==> src/rtl/sram_drf_pkg.sv <==
package sram_drf_pkg;

  // Classification of one access as seen by the faulty cell
  typedef enum logic [1:0] {
    EV_NONE        = 2'd0,  // no strobe this cycle
    EV_FOREIGN_ROW = 2'd1,  // another word line opened
    EV_CELL_WRITE  = 2'd2,  // the faulty word itself is written
    EV_ROW_STRESS  = 2'd3   // read of faulty word, or any access to a row-mate
  } drf_event_e;

endpackage

==> src/rtl/sram_drf_decode.sv <==
module sram_drf_decode
  import sram_drf_pkg::*;
#(
  parameter int ROW_BITS = 4,
  parameter int COL_BITS = 4,
  localparam int ADDR_W  = ROW_BITS + COL_BITS
) (
  input  logic                req_valid,
  input  logic                req_we,
  input  logic [ADDR_W-1:0]   req_addr,
  input  logic [ROW_BITS-1:0] flt_row,
  input  logic [COL_BITS-1:0] flt_col,
  output drf_event_e          ev,
  output logic                cell_hit
);

  logic [ROW_BITS-1:0] row_idx;
  logic [COL_BITS-1:0] col_idx;
  logic                row_hit;

  assign row_idx  = req_addr[ADDR_W-1:COL_BITS];
  assign col_idx  = req_addr[COL_BITS-1:0];
  assign row_hit  = (row_idx == flt_row);
  assign cell_hit = req_valid && row_hit && (col_idx == flt_col);

  always_comb begin
    if (!req_valid)               ev = EV_NONE;
    else if (!row_hit)            ev = EV_FOREIGN_ROW;
    else if (cell_hit && req_we)  ev = EV_CELL_WRITE;
    else                          ev = EV_ROW_STRESS;
  end

endmodule

==> src/rtl/sram_drf_stress.sv <==
module sram_drf_stress
  import sram_drf_pkg::*;
#(
  parameter int THR = 3,
  localparam int CW = $clog2(THR + 1)
) (
  input  logic          clk,
  input  logic          rst,
  input  logic          en,
  input  drf_event_e    ev,
  input  logic          sens_match,
  output logic          armed,
  output logic [CW-1:0] cnt,
  output logic          corrupt
);

  localparam logic [CW-1:0] LAST = CW'(THR - 1);

  always_ff @(posedge clk) begin
    if (rst || !en) begin
      armed   <= 1'b0;
      cnt     <= '0;
      corrupt <= 1'b0;
    end else begin
      unique case (ev)
        EV_NONE: ;
        EV_FOREIGN_ROW: begin
          armed <= 1'b0;
          cnt   <= '0;
        end
        EV_CELL_WRITE: begin
          armed   <= sens_match;
          cnt     <= '0;
          corrupt <= 1'b0;
        end
        EV_ROW_STRESS: begin
          if (armed) begin
            if (cnt == LAST) begin
              armed   <= 1'b0;
              cnt     <= '0;
              corrupt <= 1'b1;
            end else begin
              cnt <= cnt + 1'b1;
            end
          end
        end
        default: ;
      endcase
    end
  end

endmodule

==> src/rtl/sram_drf_store.sv <==
module sram_drf_store #(
  parameter int ADDR_W = 8,
  parameter int DW     = 8,
  localparam int DEPTH = 1 << ADDR_W
) (
  input  logic              clk,
  input  logic              wr_en,
  input  logic              rd_en,
  input  logic [ADDR_W-1:0] addr,
  input  logic [DW-1:0]     wdata,
  output logic [DW-1:0]     rd_q
);

  logic [DW-1:0] mem [DEPTH];

  always_ff @(posedge clk) begin
    if (wr_en) mem[addr] <= wdata;
    if (rd_en) rd_q <= mem[addr];
  end

endmodule

==> src/rtl/sram_drf_array.sv <==
module sram_drf_array
  import sram_drf_pkg::*;
#(
  parameter int ROW_BITS = 4,
  parameter int COL_BITS = 4,
  parameter int DW       = 8,
  parameter int THR      = 3,
  localparam int ADDR_W  = ROW_BITS + COL_BITS,
  localparam int BIT_W   = (DW > 1) ? $clog2(DW) : 1,
  localparam int CW      = $clog2(THR + 1)
) (
  input  logic                clk,
  input  logic                rst,
  input  logic                req_valid,
  input  logic                req_we,
  input  logic [ADDR_W-1:0]   req_addr,
  input  logic [DW-1:0]       req_wdata,
  input  logic                flt_en,
  input  logic [ROW_BITS-1:0] flt_row,
  input  logic [COL_BITS-1:0] flt_col,
  input  logic [BIT_W-1:0]    flt_bit,
  input  logic                flt_pol,
  output logic                rvalid,
  output logic [DW-1:0]       rdata
);

  drf_event_e    ev_w;
  logic          cell_hit_w;
  logic          sens_match_w;
  logic          armed_w;
  logic [CW-1:0] cnt_w;
  logic          corrupt_w;
  logic [DW-1:0] rd_raw_q;
  logic          rd_strobe;

  logic             patch_q;
  logic [BIT_W-1:0] patch_bit_q;
  logic             patch_val_q;

  assign rd_strobe    = req_valid && !req_we;
  assign sens_match_w = (req_wdata[flt_bit] == flt_pol);

  sram_drf_decode #(
    .ROW_BITS (ROW_BITS),
    .COL_BITS (COL_BITS)
  ) decode_i (
    .req_valid (req_valid),
    .req_we    (req_we),
    .req_addr  (req_addr),
    .flt_row   (flt_row),
    .flt_col   (flt_col),
    .ev        (ev_w),
    .cell_hit  (cell_hit_w)
  );

  sram_drf_stress #(
    .THR (THR)
  ) stress_i (
    .clk        (clk),
    .rst        (rst),
    .en         (flt_en),
    .ev         (ev_w),
    .sens_match (sens_match_w),
    .armed      (armed_w),
    .cnt        (cnt_w),
    .corrupt    (corrupt_w)
  );

  sram_drf_store #(
    .ADDR_W (ADDR_W),
    .DW     (DW)
  ) store_i (
    .clk   (clk),
    .wr_en (req_valid && req_we),
    .rd_en (rd_strobe),
    .addr  (req_addr),
    .wdata (req_wdata),
    .rd_q  (rd_raw_q)
  );

  // Read-side overlay: the flipped level lives beside the array, so the
  // array keeps a single write port.
  always_ff @(posedge clk) begin
    if (rst) begin
      rvalid      <= 1'b0;
      patch_q     <= 1'b0;
      patch_bit_q <= '0;
      patch_val_q <= 1'b0;
    end else begin
      rvalid <= rd_strobe;
      if (rd_strobe) begin
        patch_q     <= flt_en && corrupt_w && cell_hit_w;
        patch_bit_q <= flt_bit;
        patch_val_q <= ~flt_pol;
      end
    end
  end

  for (genvar gi = 0; gi < DW; gi++) begin : g_patch
    assign rdata[gi] = (patch_q && (patch_bit_q == BIT_W'(gi))) ? patch_val_q
                                                                : rd_raw_q[gi];
  end

endmodule

==> config.mk <==
export PLATFORM = sky130hd
export DESIGN_NAME = sram_drf_array
export DESIGN_NICKNAME = d
export VERILOG_FILES = /design/src/rtl/sram_drf_pkg.sv /design/src/rtl/sram_drf_decode.sv /design/src/rtl/sram_drf_stress.sv /design/src/rtl/sram_drf_store.sv /design/src/rtl/sram_drf_array.sv
export SDC_FILE = /design/constraint.sdc
export NUM_CORES = 2
export LEC_CHECK = 0
export BUFFER_PORTS_ARGS = -buffer_cell sky130_fd_sc_hd__buf_2
export CORE_MARGIN = 2
export CORE_UTILIZATION = 58
export DETAILED_ROUTE_END_ITERATION = 8
export GPL_TIMING_DRIVEN = 0
export PLACE_DENSITY_LB_ADDON = 0.25
export SYNTH_ARGS = -nofsm -noshare
export SYNTH_HDL_FRONTEND = slang
export SYNTH_SLANG_ARGS = --single-unit
export TNS_END_PERCENT = 50
==> constraint.sdc <==
create_clock -name clk -period 9.8 [get_ports clk]
set_clock_uncertainty 0.1 [all_clocks]
set_input_delay 1.47 -clock clk [delete_from_list [all_inputs] [get_ports clk]]
set_output_delay 1.47 -clock clk [all_outputs]
set_load 0.03 [all_outputs]
==> results.py <==
metrics = {
    "clock_tree": {
        "cts_tree": "done",
        "cts_buffers": 196,
        "cts.repair.resized": 0,
        "post_cts_buffers": 0,
        "cts_root_buf": "clkbuf_16",
        "path_clk_slew_ns": 0.06,
        "cts_htree_levels": 4,
        "cts_hold_buf": 0,
        "clk_path_buf_depth": 3,
        "clkSinkCount": 2066,
        "clk_latency_ns": 0.88,
    },
    "synthesis": {
        "synth_edf_count": 2056,
        "synthCells": 3701,
        "synthDominantCellAreaShare_pct": 77.2,
        "synth_commonest_cells": "edfxtp_1, mux4_2, nor2_1",
        "ys_ff_latch": 2066,
        "ys_types": 56,
        "ys_seq_area_share_pct": 77.4,
        "yosys.area.top_type": "edfxtp_1",
        "post-synth-top-count-cell": "edfxtp_1",
        "synth.avg_cell_area_um2": 21.6,
        "syn-num-nets": 3734,
        "synthArstFlopShare_pct": 0,
        "ys.flop_type": "edfxtp_1",
        "synthTopCellsByArea": "edfxtp_1, mux4_2, nor2_1",
        "syn_area_um2": 80000,
        "ys_warn_count": 0,
    },
    "drt": {
        "vias_per_cell": 7.72,
        "drc_errors": 2,
        "wl_per_cell_um": 48.3,
        "drtPass1Iterations": 9,
        "drt-initial-drc-count": 10700,
        "wl_um": 285000,
        "ant_nets": 0,
        "vias": 45600,
    },
    "power": {
        "internal-power_uw": 14100,
        "irDropWorstVdd_mv": 0.161,
        "switchingPower_uw": 4190,
        "switching_share_pct": 23.0,
        "power_uw": 18200,
        "p_leak_uw": 0.0274,
        "p_seq_share_pct": 53.4,
        "clockPowerShare_pct": 40.2,
        "pwr_density_cell_nw_per_um2": 205,
        "power_frac_comb_pct": 6.4,
    },
    "sta": {
        "worstMarginPinSlew_ns": 1.86,
        "max_freq_mhz": 124,
        "maxSlewViolCount": 110,
        "post-route-min-period_ns": 8.07,
        "finalSetupViolCount": 0,
        "rsz0062_at_grt": "false",
        "hold_viol_final": 0,
        "fin_ws_ns": 1.73,
        "slew_headroom_pct": -24.1,
        "fin_crit_sh_pct": 82.4,
        "final.setup.tns_ns": 0,
    },
    "floorplanning": {
        "start_util_pct": 58.3,
        "die-area_um2": 141000,
        "rows": 136,
        "die_h_um": 375,
        "core-area_um2": 137000,
        "ios": 42,
        "die_x_um": 375,
    },
    "critical_path": {
        "slowest_stage": "clkbuf_1",
        "path_cells": "buf_2, buf_2, buf_2, buf_2, buf_2, buf_2, nor3_1, nand2_1, clkbuf_1, nor2_1",
        "slowest_delay_ns": 1.39,
        "cp_max_fo": 11,
        "path_common_cell": "buf_2",
        "cpLargestDelayFamily": "buffers and inverters",
        "cp.depth": 10,
        "crit_buf_inv": 7,
        "arrival_ns": 8.40,
        "start_kind": "primary input",
        "required_ns": 10.13,
        "r2r.worst_path.cells": 6,
        "worstSetupPathType": "primary input to register",
        "worstSetupEndpointType": "register",
    },
    "cells_and_area": {
        "ff_latch_area_um2": 61900,
        "fillers": 8929,
        "multi_input_area_um2": 17000,
        "syn_to_final_growth_pct": 11.0,
        "drive_gt1_share_pct": 24.4,
        "nNetsFinal": 3979,
        "finalCoreUtilization_pct": 64.8,
        "stdcell_area_um2": 88800,
    },
    "place": {
        "port_buffers": 37,
        "gp_congestion": 1.06,
        "place_hpwl_um": 175000,
        "dp_slack_ns": 1.76,
        "place_area_um2": 82800,
    },
    "global_routing": {
        "grt_max_degree": 170,
        "antenna_found_initial": 18,
        "gr-total-overflow": 0,
        "track_usage_pct": 40.8,
        "grt_pass1_vias": 41900,
        "grt_pass1_wl_um": 373000,
    },
    "job": {
        "maxCapViolations": 10,
    },
    "outcome": {
        "status": "complete, but fails checks",
        "violations": "design-rule violations, max-capacitance violations, max-slew violations",
    },
    "hold_path": {
        "min_delay_path_depth": 2,
        "worstHoldPathType": "register to register",
    },
}
-- power by group through the flow --
stage	Sequential, µW	Combinational [µW]	Clock (µW)
2_1_floorplan	9920	465	0
3_3_place_gp	9950	1060	0
3_5_place_dp	9920	1080	0
4_1_cts	9730	1090	7240
5_1_grt	9730	1130	7580
6_report	9730	1170	7340
-- per-layer routing --
| layer | wire length (µm) | track usage, % | vias to the layer above | share of wire (%) |
|---|---|---|---|---|
| met3 | 54000 | 20.5 | 1186 | 19 |
| met2 | 117000 | 54.9 | 5080 | 41 |
| met5 | 241 | 0.343 | - | 0.084 |
| met4 | 23700 | 25.4 | 21 | 8.3 |
| met1 | 90600 | 53.0 | 23300 | 32 |
| li1 | - | - | 16000 | - |
-- tightest hold or removal path: stages (launching register included) --
cell,delay (ns)
dfxtp_1,0.34
a31oi_1,0.04
nor3_1,0.11
-- layout by cell type (no fill, tap or decap), types with 10 or more instances in the layout --
master,n
nand3_1,33
nor2_1,293
nand2_1,147
dfxtp_1,10
nor2b_1,21
buf_1,13
o22ai_1,29
clkinv_1,45
edfxtp_1,2056
mux2_2,11
a32oi_1,20
nand4_1,14
buf_2,128
clkbuf_2,25
clkbuf_1,119
mux2i_1,69
o21ai_0,23
a31oi_1,13
mux4_2,535
nor3_1,13
clkbuf_16,201
a21oi_1,32
a221oi_1,20
buf_4,21
clkinv_2,25
a22oi_1,48
-- area by class of cell --
cell class | instances | share of cell area, %
clock inverters | 90 | 0.788
diodes | 9 | 0.0254
plain buffers | 218 | 1.22
multi-input cells | 1409 | 19.1
flip-flops and latches | 2066 | 69.7
well taps | 1794 | 2.53
repair buffers | 47 | 0.569
clock buffers | 265 | 5.97
inverters | 8 | 0.0338
-- stage by stage --
stage	hold slack [ns]	std cells
2_1_floorplan	0.376	3701
3_3_place_gp	0.410	5532
3_5_place_dp	0.426	5542
4_1_cts	0.437	5897
5_1_grt	0.474	5898
6_report	0.433	5906
-- final timing paths --
path                                      start                       endpoint  slack [ns]
setup / recovery                    req_addr[1]   store_i.mem[92][6]$_DFFE_PP_        1.73
setup reg to reg   store_i.mem[84][6]$_DFFE_PP_      store_i.rd_q[6]$_DFFE_PP_        5.97
hold / removal    stress_i.corrupt$_SDFFE_PP0P_  stress_i.corrupt$_SDFFE_PP0P_        0.43
hold reg to reg   stress_i.corrupt$_SDFFE_PP0P_  stress_i.corrupt$_SDFFE_PP0P_        0.43
-- state kept, by name, summed over array words and instances (netlist names) --
signal and cells:
patch_bit_q 3, store_i.rd_q 8, store_i.mem 2048, patch_q 1, rvalid 1, stress_i.cnt 2
patch_val_q 1, stress_i.corrupt 1, stress_i.armed 1
-- cell families after synthesis --
kind of cell    share of synthesized area (%)
compound gates                           1.97
xor+xnor                               0.0985
buf+inv                                  1.34
flops                                    77.4
mux                                      16.2
simple gates                             2.98
(Power assumes the default switching activity.)
